### config.mk
export PLATFORM = sky130hd
export DESIGN_NAME = sdv_mac_top
export DESIGN_NICKNAME = d
export VERILOG_FILES = /design/src/rtl/sdv_pkg.sv /design/src/rtl/sdv_pack.sv /design/src/rtl/sdv_lane_mon.sv /design/src/rtl/sdv_extract.sv /design/src/rtl/sdv_mac_top.sv
export SDC_FILE = /design/constraint.sdc
export NUM_CORES = 1
export LEC_CHECK = 0
export BUFFER_PORTS_ARGS = -buffer_cell sky130_fd_sc_hd__buf_2
export CAP_MARGIN = 15
export CORE_MARGIN = 10
export CORE_UTILIZATION = 45
export CTS_CLUSTER_DIAMETER = 30
export DETAILED_ROUTE_END_ITERATION = 10
export PLACE_DENSITY_LB_ADDON = 0.05
export SYNTH_ARGS = -nofsm -noshare
export SYNTH_HDL_FRONTEND = slang
export SYNTH_SLANG_ARGS = --single-unit
### constraint.sdc
create_clock -name clk -period 12.3 [get_ports clk]
set_clock_uncertainty 0.05 [all_clocks]
set_input_delay 3.69 -clock clk [delete_from_list [all_inputs] [get_ports clk]]
set_output_delay 3.69 -clock clk [all_outputs]
set_load 0.1 [all_outputs]
### src/rtl/sdv_pkg.sv
package sdv_pkg;
  localparam int PRE_W   = 27;  // pre-adder / multiplier A width
  localparam int MULB_W  = 18;  // multiplier B width
  localparam int ACC_W   = 48;  // accumulator width
  localparam int PROD_W  = PRE_W + MULB_W;
  localparam int MAG_TOP = PRE_W - 1; // magnitude bits allowed below sign of pre-adder

  typedef logic [1:0] mod4_t;
endpackage

### src/rtl/sdv_pack.sv
module sdv_pack
  import sdv_pkg::*;
#(
  parameter int NLANE  = 3,
  parameter int AW     = 4,
  parameter int LANE_W = 11
) (
  input  logic [NLANE*AW-1:0] act,
  input  logic                is_signed,
  input  logic [1:0]          w_lo,
  output logic [PRE_W-1:0]    mag_word,
  output logic [PRE_W-1:0]    sign_word,
  output logic [2*NLANE-1:0]  part
);
  // split each activation: top bit goes to the sign word when signed
  always_comb begin
    mag_word  = '0;
    sign_word = '0;
    for (int i = 0; i < NLANE; i++) begin
      for (int b = 0; b < AW; b++) begin
        if (is_signed && (b == AW - 1))
          sign_word[i*LANE_W + b] = act[i*AW + b];
        else
          mag_word[i*LANE_W + b]  = act[i*AW + b];
      end
    end
  end

  // low two bits of each lane's partial product, for the tracker
  for (genvar g = 0; g < NLANE; g++) begin : g_part
    logic [AW-1:0] x;
    logic [AW:0]   xv;
    assign x  = act[g*AW +: AW];
    assign xv = is_signed ? {x[AW-1], x} : {1'b0, x};
    assign part[2*g +: 2] = xv[1:0] * w_lo;
  end
endmodule

### src/rtl/sdv_lane_mon.sv
module sdv_lane_mon
  import sdv_pkg::*;
(
  input  logic  clk,
  input  logic  rst,
  input  logic  en,
  input  logic  clr,
  input  mod4_t part,
  output mod4_t mod4
);
  always_ff @(posedge clk) begin
    if (rst)
      mod4 <= '0;
    else if (en)
      mod4 <= clr ? part : mod4_t'(mod4 + part);
  end
endmodule

### src/rtl/sdv_extract.sv
module sdv_extract
  import sdv_pkg::*;
#(
  parameter int NLANE  = 3,
  parameter int LANE_W = 11
) (
  input  logic [ACC_W-1:0]        acc,
  input  logic [2*NLANE-1:0]      mon,
  output logic [NLANE*LANE_W-1:0] lanes
);
  for (genvar g = 0; g < NLANE; g++) begin : g_lane
    logic [LANE_W-1:0] fld;
    assign fld = acc[g*LANE_W +: LANE_W];
    if (g == 0) begin : g_base
      assign lanes[g*LANE_W +: LANE_W] = fld;
    end else begin : g_upper
      logic borrow;
      assign borrow = (fld[1:0] != mon[2*g +: 2]);
      assign lanes[g*LANE_W +: LANE_W] = fld + LANE_W'(borrow);
    end
  end
endmodule

### src/rtl/sdv_mac_top.sv
module sdv_mac_top
  import sdv_pkg::*;
#(
  parameter int NLANE = 3,
  parameter int AW    = 4,
  parameter int WW    = 4,
  parameter int DEPTH = 8,
  localparam int LANE_W = AW + WW + $clog2(DEPTH)
) (
  input  logic                    clk,
  input  logic                    rst,
  input  logic                    in_valid,
  input  logic                    in_start,
  input  logic                    in_last,
  input  logic                    in_signed,
  input  logic [NLANE*AW-1:0]     in_act,
  input  logic [WW-1:0]           in_wgt,
  output logic                    out_valid,
  output logic [NLANE*LANE_W-1:0] out_lanes
);
  // sizing checks at elaboration
  if ((NLANE - 1) * LANE_W + AW > MAG_TOP) begin : g_bad_pack
    $error("packed operand exceeds pre-adder width");
  end
  if (NLANE * LANE_W > ACC_W) begin : g_bad_acc
    $error("lanes exceed accumulator width");
  end
  if (AW < 1 || AW > 8 || WW < 1 || WW > 8) begin : g_bad_width
    $error("operand width outside 1..8");
  end

  // stage 0: pack
  logic [PRE_W-1:0]   mag_d, sgn_d;
  logic [2*NLANE-1:0] part_d;

  sdv_pack #(.NLANE(NLANE), .AW(AW), .LANE_W(LANE_W)) u_pack (
    .act       (in_act),
    .is_signed (in_signed),
    .w_lo      (WW > 1 ? in_wgt[1:0] : {2{in_wgt[0]}}),
    .mag_word  (mag_d),
    .sign_word (sgn_d),
    .part      (part_d)
  );

  // stage 1 registers
  logic [PRE_W-1:0]   mag_q, sgn_q;
  logic [WW-1:0]      w_q;
  logic [2*NLANE-1:0] part1_q;
  logic               v1_q, st1_q, la1_q;

  always_ff @(posedge clk) begin
    if (rst) begin
      mag_q <= '0; sgn_q <= '0; w_q <= '0; part1_q <= '0;
      v1_q <= 1'b0; st1_q <= 1'b0; la1_q <= 1'b0;
    end else begin
      v1_q    <= in_valid;
      st1_q   <= in_valid & in_start;
      la1_q   <= in_valid & in_last;
      mag_q   <= mag_d;
      sgn_q   <= sgn_d;
      w_q     <= in_wgt;
      part1_q <= part_d;
    end
  end

  // stage 2: pre-adder and multiplier
  logic signed [PRE_W-1:0]  pre;
  logic signed [MULB_W-1:0] w_ext;
  logic signed [PROD_W-1:0] prod_d, prod_q;
  logic [2*NLANE-1:0]       part2_q;
  logic                     v2_q, st2_q, la2_q;

  assign pre    = $signed(mag_q) - $signed(sgn_q);
  assign w_ext  = MULB_W'($signed(w_q));
  assign prod_d = pre * w_ext;

  always_ff @(posedge clk) begin
    if (rst) begin
      prod_q <= '0; part2_q <= '0;
      v2_q <= 1'b0; st2_q <= 1'b0; la2_q <= 1'b0;
    end else begin
      prod_q  <= prod_d;
      part2_q <= part1_q;
      v2_q    <= v1_q;
      st2_q   <= st1_q;
      la2_q   <= la1_q;
    end
  end

  // stage 3: accumulate and track lanes mod 4
  logic signed [ACC_W-1:0] acc_q;
  logic [2*NLANE-1:0]      mon_q;
  logic                    la3_q;

  always_ff @(posedge clk) begin
    if (rst) begin
      acc_q <= '0;
      la3_q <= 1'b0;
    end else begin
      la3_q <= v2_q & la2_q;
      if (v2_q)
        acc_q <= st2_q ? ACC_W'(prod_q) : acc_q + ACC_W'(prod_q);
    end
  end

  for (genvar g = 0; g < NLANE; g++) begin : g_mon
    sdv_lane_mon u_mon (
      .clk  (clk),
      .rst  (rst),
      .en   (v2_q),
      .clr  (st2_q),
      .part (part2_q[2*g +: 2]),
      .mod4 (mon_q[2*g +: 2])
    );
  end

  // stage 4: extract and register results
  logic [NLANE*LANE_W-1:0] lanes_d;

  sdv_extract #(.NLANE(NLANE), .LANE_W(LANE_W)) u_ext (
    .acc   (acc_q),
    .mon   (mon_q),
    .lanes (lanes_d)
  );

  always_ff @(posedge clk) begin
    if (rst) begin
      out_valid <= 1'b0;
      out_lanes <= '0;
    end else begin
      out_valid <= la3_q;
      if (la3_q)
        out_lanes <= lanes_d;
    end
  end
endmodule

# ---- Yosys cells after proc, flatten, opt, wreduce, memory -nomap -nowiden
# Index checks and enable logic that the tools add are counted.
dict set report totals {
  in_bits 22
  word_cells 42
  ff_bits 194
  output_inout_bits 34
}
dict set report classes {
  reduce_logical 2
  multipliers 4
  bitwise 4
  muxes 3
  eq_ne 2
  addsub 6
}
# operator count
set op_table {}
lappend op_table {{48-bit by 31-bit adder with 48-bit output} 1}
lappend op_table {{48-bit two-way mux} 1}
lappend op_table {{27-bit by 4-bit multiplier with 31-bit output} 1}
lappend op_table {{27-bit subtractor} 1}
lappend op_table {{11-bit by 1-bit adder with 11-bit output} 2}
lappend op_table {{2-bit by 2-bit multiplier with 2-bit output} 3}
lappend op_table {{2-bit adder} 2}
lappend op_table {{2-bit two-way mux} 2}
lappend op_table {{2-bit inequality test} 2}
lappend op_table {{2-bit OR reduction} 2}
lappend op_table {{1-bit bitwise AND} 3}
lappend op_table {{1-bit inverter} 1}

# ---- Logic depth before layout (Yosys ltp)
# Gate-level depths: netlist of the first run.
dict set report logic_depth {
  ltp_word 2
  depth_mapped 23
  depth_no_buf 21
}

# ---- By module
# From an unflattened synthesis of the first run, not the netlist that was laid out.
dict set report hier_totals {
  hier_cells 1727
  area_unflattened_um2 14854.2
}
# mod n_inst cells_each area_each_um2 seq_area_each_um2
set modules_own_cells {}
lappend modules_own_cells {sdv_mac_top 1 1551 13436.6 3803.6}
lappend modules_own_cells {sdv_extract 1 67 520.5 0.0}
lappend modules_own_cells {sdv_pack 1 67 473.0 0.0}
lappend modules_own_cells {sdv_lane_mon 3 14 141.4 40.0}

# ---- Least setup slack after synthesis of the first run
# Ideal clock, no wire load.
dict set report synth_timing {
  path_kind {flip-flop to flip-flop}
  start {register mag_q[3]}
  end {register prod_q[29]}
  period_less_slack_ns 5.036
  setup_ns 0.121
  t_arrival_ns 4.865
  n_path_buf 2
  path_stages_with_launch 24
  path_slack_ns 7.264
  required_time_ns 12.129
  cell_sequence {dfxtp_1 > inv_1 > ha_1 > nor4b_4 > nor2b_2 > nor2_1 > clkbuf_1 > nor2_1 > fa_1 > inv_1 > fa_1 > inv_1 > ha_1 > ha_1 > clkbuf_1 > a21o_1 > a21oi_1 > inv_1 > a21oi_1 > o21bai_1 > a21oi_1 > o21ai_0 > a211oi_1 > mux2_2}
}
dict set report synth_between {
  elab_chain_len 2
}
# element line
set synth_lines {}
lappend synth_lines {{start: declaration} sdv_mac_top.sv:46} ;# logic [PRE_W-1:0] mag_q, sgn_q;
lappend synth_lines {{start signal: assignment} sdv_mac_top.sv:59} ;# mag_q <= mag_d;
lappend synth_lines {{27-bit subtractor} sdv_mac_top.sv:73} ;# assign pre = $signed(mag_q) - $signed(sgn_q);
lappend synth_lines {{27-bit by 4-bit multiplier with 31-bit output} sdv_mac_top.sv:75} ;# assign prod_d = pre * w_ext;
lappend synth_lines {{end signal: assignment} sdv_mac_top.sv:82} ;# prod_q <= prod_d;
lappend synth_lines {{end: declaration} sdv_mac_top.sv:69} ;# logic signed [PROD_W-1:0] prod_d, prod_q;
# Every way passes these cells.
# A chain may end at the register's enable or synchronous reset.

# ---- Worst setup path in the final report of the first run
# Ends and elaborated chain as after synthesis.

==> metrics, run 1 <==
Setup Fix Bufs, Post-CTS=0; mapped cell area=10000 sq um; Vias/cell=5.16; first-pass GRT wire length=36000 microns; Syn-to-layout area delta=10.2%; Placed Instances=1433; layout cells sized above 1=10.7%; CP Max Fanout=11; total power per unit cell area=115 nW/um^2; Final Instance Count excl. Fillers=1465; worst hold start=la1_q; WP data arrival=5760 ps; Rel. slew slack=24.8%; Critical Path RT=12570 ps; starting density of the core=45.9%; worst-case reg-to-reg path depth=21; commonest cells in the netlist=136 x dfxtp_1, 122 x nor2_1, 100 x ha_1; Overflow after GRT=0; Critical Path Source Type=flop; count of different cell masters after synthesis=72; IO Pins=56; ys flop type=dfxtp_1; status=finished, final reports clean; crit end category=flop; total clock buffers created by CTS=17; Final ANT Viol Nets=0; TritonCTS clock tree=yes; FF+latch count, synth=136; Post-synth EDFFs=0; leak pwr=4.99 nW; Crit Reg-Reg Startpoint=mag_q[3]; # clock sinks=136; Cells on Worst Hold Path=1; unrepaired setup endpoints after global routing=no; minimum clock period=5500 ps; TNS Setup=0 ps; flop-to-flop setup slack=6800 ps; total wire length after detailed routing=20900 microns; Syn Area/Cell=8.78 sq um; MaxCap Viol Count=0; CTS Buffer Depth=2; slew at the pin closest to its max-slew limit=1130 ps; fin crit share=44.7%; DRT iter0 DRCs=378; ys async rst share=0%; FMAX=0.182 GHz; drt drc=0; Fin Hold WS=383 ps; VDD IR max=0.0000844 V; vias in the first global route=7358; routed len/inst=14.3 microns; Global Route Usage Sum=14.9%; Yosys top cell area share=27.1%; critical setup path kind=flop to flop; Worst R2R End=prod_q[29]; worst min path class=flop to flop; Hold EP=la2_q; top cell type by total area after synthesis=dfxtp_1; die width=169 microns; Mapped Nets=1312; dpl hpwl=15900 microns; top post-synthesis cells by area=dfxtp_1 27%, ha_1 12%, fa_1 9.4%; Post-Syn Instances=1143; post-synthesis sequential area ratio=27.1%; hold bufs inserted after CTS=0; First-pass DRT Iterations=4; die height=169 microns; clock latency on the worst-skew pair=430 ps; Total Nets Final=1341; clk slew on worst S/H paths=60 ps; Fin. Hold Viols=0; Ys Warns=0; clk root buf=clkbuf_16; routability cong.=0.852; final setup fails=0; # rows=54; # diodes=0; CTS resizes=0; pins over their slew limit=0; Vias=7564; top-count cell post-synth=dfxtp_1; IO buf count=55; antenna violations before repair=0; core box area=21900 sq um; H-tree depth=4; pin count of the biggest net entering global routing=76; die area=28700 sq um
[stage by stage]
step | area (sq um) | util (%) | power (mW) | worst slack, ps
global route | 11100 | 50.5 | 1.35 | 6340
floorplan | 10000 | - | 0.698 | 7260
CTS | 11100 | 50.5 | 1.29 | 6810
detailed placement | 10400 | 47.7 | 0.751 | 6850
global placement | 10400 | 47.7 | 0.752 | 6900
finish | 11100 | 50.5 | 1.27 | 6800
[cells by family after synthesis]
| logic type | synth area share (%) |
|---|---|
| compound gates | 17.3 |
| xor+xnor | 6.63 |
| buf+inv | 4.30 |
| fa+ha+maj | 21.8 |
| simple gates | 20.4 |
| flops | 27.1 |
| mux | 2.41 |
[layer usage]
| layer | track usage (%) | wire length (microns) | vias up |
|---|---|---|---|
| met5 | 0 | 0 | - |
| met4 | 4.39 | 272 | 0 |
| met3 | 2.96 | 670 | 24 |
| met2 | 21.9 | 8700 | 86 |
| met1 | 21.6 | 11300 | 3429 |
| li1 | - | - | 4025 |
[final cells by class]
class | instances | area [sq um]
Clock inverter | 15 | 184
Multi-Input combinational cell | 909 | 6880
Timing Repair Buffer | 58 | 300
Sequential cell | 136 | 2730
Tap cell | 280 | 350
Inverter | 50 | 188
Fill cell | 2173 | 10800
Clock buffer | 17 | 425
[registers in the layout (all words and copies together), names as in the netlist, 3 cells and up]
register,cells
acc_q,33
out_lanes,33
mag_q,12
part2_q,4
w_q,4
part1_q,4
sgn_q,3
prod_q,31
g_mon.u_mon.mod4,4
[worst max-delay path by stage]
stage | endpoint | from
after CTS | prod_q[29] | mag_q[3]
after global placement | prod_q[29] | rst
final | prod_q[29] | mag_q[3]
after floorplan | prod_q[29] | mag_q[3]
after global routing | prod_q[29] | mag_q[3]
after detailed placement | prod_q[29] | mag_q[3]
[placed cells by master (no fill, tap or decap), types with 11 or more instances in the layout]
cell / n
a211oi_1: 27
o21bai_1: 11
nand3_1: 22
nor2b_1: 46
clkbuf_16: 17
inv_1: 50
xnor2_1: 47
dfxtp_1: 133
o211ai_1: 25
xor2_1: 29
and3_1: 14
ha_1: 100
fa_1: 47
nor3_1: 14
and2_1: 43
a21o_1: 24
buf_2: 54
nand2_1: 88
nand2b_1: 17
o21ai_0: 47
nor2_1: 122
mux2i_1: 23
a21oi_1: 59
[worst max-delay path: stages, from the launching register on]
cell and delay, ps:
dfxtp_1 290, inv_1 50, ha_1 290, nor4b_4 340, nor2b_2 110, nor2_1 460
nor2_1 240, fa_1 630, inv_1 80, fa_1 530, inv_1 40, ha_1 290
ha_1 420, a21o_1 260, a21oi_1 150, inv_1 50, a21oi_1 170, o21bai_1 80
a21oi_1 130, o21ai_0 80, a211oi_1 270, mux2_2 360
[report_power, final]
part           internal, mW  total, mW  switching, mW
Sequential            0.465      0.489         0.0247
Clock                 0.308      0.530          0.222
Combinational         0.106      0.253          0.147
Total                 0.879       1.27          0.394
(Power assumes the default switching activity.)
==> run 2: changes to the inputs <==
==> constraint.sdc (replaced) <==
create_clock -name clk -period 4.8 [get_ports clk]
set_clock_uncertainty 0.05 [all_clocks]
set_input_delay 1.44 -clock clk [delete_from_list [all_inputs] [get_ports clk]]
set_output_delay 1.44 -clock clk [all_outputs]
set_load 0.1 [all_outputs]
==> run 2 against run 1 <==
Net effect:
- via count is 1.5% higher
- maximum frequency up 21%
- critical path type unchanged
- setup slack got worse by 6600 ps
- sequential power rose to 2.6 times the previous value
- final area is 2.8% higher
- die area stayed put
==> metrics, run 2 (synthesis results as in run 1) <==
worst min path class=flop to flop; die height=169 microns (unchanged); routability cong.=0.873 (+2.5%); # diodes=0 (unchanged); biggest regs=acc_q x33, out_lanes x33, prod_q x31; worst-case reg-to-reg path depth=19 (-9.5%); WP data arrival=4780 ps (-980 ps); FMAX=0.220 GHz (+21%); first-pass GRT wire length=36300 microns (+1.1%); Critical Path Source Type=flop; Total Nets Final=1362 (+1.6%); total power per unit cell area=290 nW/um^2 (+150%); crit end category=flop; Crit Reg-Reg Startpoint=mag_q[3]; TNS Setup=0 ps (unchanged); minimum clock period=4550 ps (-943 ps); slew at the pin closest to its max-slew limit=1150 ps (+23.8 ps); clk root buf=clkbuf_16; clock latency on the worst-skew pair=430 ps (about the same); dpl hpwl=16400 microns (+3.0%); FF/Latch Area=2730 sq um (unchanged); most common cell after layout, fill and taps aside=dfxtp_1; vias in the first global route=7466 (+1.5%); pin count of the biggest net entering global routing=76 (unchanged); clk slew on worst S/H paths=60 ps (about the same); worst hold start=v1_q; Final ANT Viol Nets=0 (unchanged); flop-to-flop setup slack=250 ps (-6560 ps); Hold EP=v2_q; met3 WL=790 microns (+18%); H-tree depth=4 (unchanged); critical setup path kind=flop to flop; Placed Instances=1451 (+1.3%); Final Instance Count excl. Fillers=1486 (+1.4%); IO buf count=55 (unchanged); MaxCap Viol Count=0 (unchanged); total clock buffers created by CTS=17 (unchanged); unrepaired setup endpoints after global routing=yes; pins over their slew limit=0 (unchanged); routed len/inst=14.4 microns (+0.70%); CTS Buffer Depth=2 (unchanged); highest routed layer=met4; Fin. Hold Viols=0 (unchanged); die area=28700 sq um (unchanged); Fillers=2136 (-1.7%); # rows=54 (unchanged); hold bufs inserted after CTS=0 (unchanged); core box area=21900 sq um (unchanged); Vias=7681 (+1.5%); placed inst area=10600 sq um (+1.4%); Critical Path RT=5030 ps (-7540 ps); total wire length after detailed routing=21400 microns (+2.1%); Syn-to-layout area delta=13.3%; Worst R2R End=prod_q[27]; Overflow after GRT=0 (unchanged); Vias/cell=5.17 (+0.11%); WL met1=11300 microns (+0.27%); VDD IR max=0.000193 V (+130%); footprint of the multi-input gates=7040 sq um (+2.3%); TritonCTS clock tree=yes; final setup fails=0 (unchanged); DRT iter0 DRCs=338 (-11%); Final Worst Setup Slack=248 ps (-6560 ps); drt drc=0 (unchanged); Global Route Usage Sum=15.2% (+0.25 points); Rel. slew slack=23.2% (-1.6 points); IO Pins=56 (unchanged); met2 routed WL=9010 microns (+3.5%); die width=169 microns (unchanged); CP Max Fanout=7 (-4); starting density of the core=45.9% (unchanged); # clock sinks=136 (unchanged); fin crit share=94.8% (+50 points); DP Worst Slack=94.1 ps (-6760 ps); Pwr Total=3.30 mW (+160%); most frequent cells in the layout=133 x dfxtp_1, 119 x nor2_1, 92 x ha_1; design area=11400 sq um (+2.8%); antenna violations before repair=0 (unchanged); layout cells sized above 1=14.2% (+3.5 points); leak pwr=5.10 nW (+2.3%); status=finished, final reports clean; Cells on Worst Hold Path=1 (unchanged); First-pass DRT Iterations=5 (+1)
[run 2: cell types whose count changed in the layout (fill, tap and decap cells not counted), sizes merged]
cell and delta:
clkinvlp +2, clkinv +2, bufinv +1, buf +21, clkbuf +1, inv -6
[run 2: per-stage QoR]
| stage | hold slack [ps] | utilization, % |
|---|---|---|
| after floorplan | 364 | - |
| after global placement | 372 | 48.4 |
| after detailed placement | 379 | 48.4 |
| after CTS | 391 | 51.2 |
| after global routing | 404 | 51.9 |
| final | 387 | 51.9 |
[run 2: worst max-delay path: stages (launching register included)]
cell	delay [ps]
dfxtp_1	290
inv_1	70
ha_4	170
nor4b_4	270
buf_4	180
xnor2_1	160
and2_1	180
fa_1	440
fa_1	470
ha_1	340
ha_4	300
and3_4	190
nand2_1	80
nor3b_2	200
a32oi_2	140
a21oi_2	270
o31ai_1	140
a31oi_1	240
xnor2_1	160
nor2_1	60
[run 2: layout make-up]
cell class,count,share of cell area (%)
timing repair buffer,79,4.03
sequential,136,24.0
clock inverter,14,1.54
multi-input combinational,909,61.9
tap,280,3.08
clock buffer,18,3.78
inverter,50,1.65
[run 2: worst max path at each step]
| stage | from | endpoint | slack, ps | cells past startpoint |
|---|---|---|---|---|
| floorplan | mag_q[3] | prod_q[29] | 20 | 23 |
| global placement | mag_q[3] | prod_q[29] | 110 | 19 |
| detailed placement | mag_q[3] | prod_q[29] | 90 | 19 |
| CTS | mag_q[3] | prod_q[29] | 80 | 19 |
| global route | mag_q[3] | prod_q[29] | -50 | 19 |
| finish | mag_q[3] | prod_q[27] | 250 | 19 |
[run 2: power by group]
group / internal, mW / switching (mW)
clock: 0.821 / 0.533
sequential: 1.19 / 0.0569
combinational: 0.301 / 0.396
total: 2.31 / 0.986
[run 2: layer usage]
layer / global-route usage (%) / vias up
met5: 0 / -
met4: 4.28 / 0
met3: 3.01 / 21
met2: 22.9 / 116
met1: 21.5 / 3483
li1: - / 4061
[run 2: repair_timing]
action | in CTS | in global routing
endpoints found under the hold margin | 0 | 0
endpoints found under the setup margin | 0 | 9
buffers inserted | 0 | 3
gates resized for setup | 0 | 26
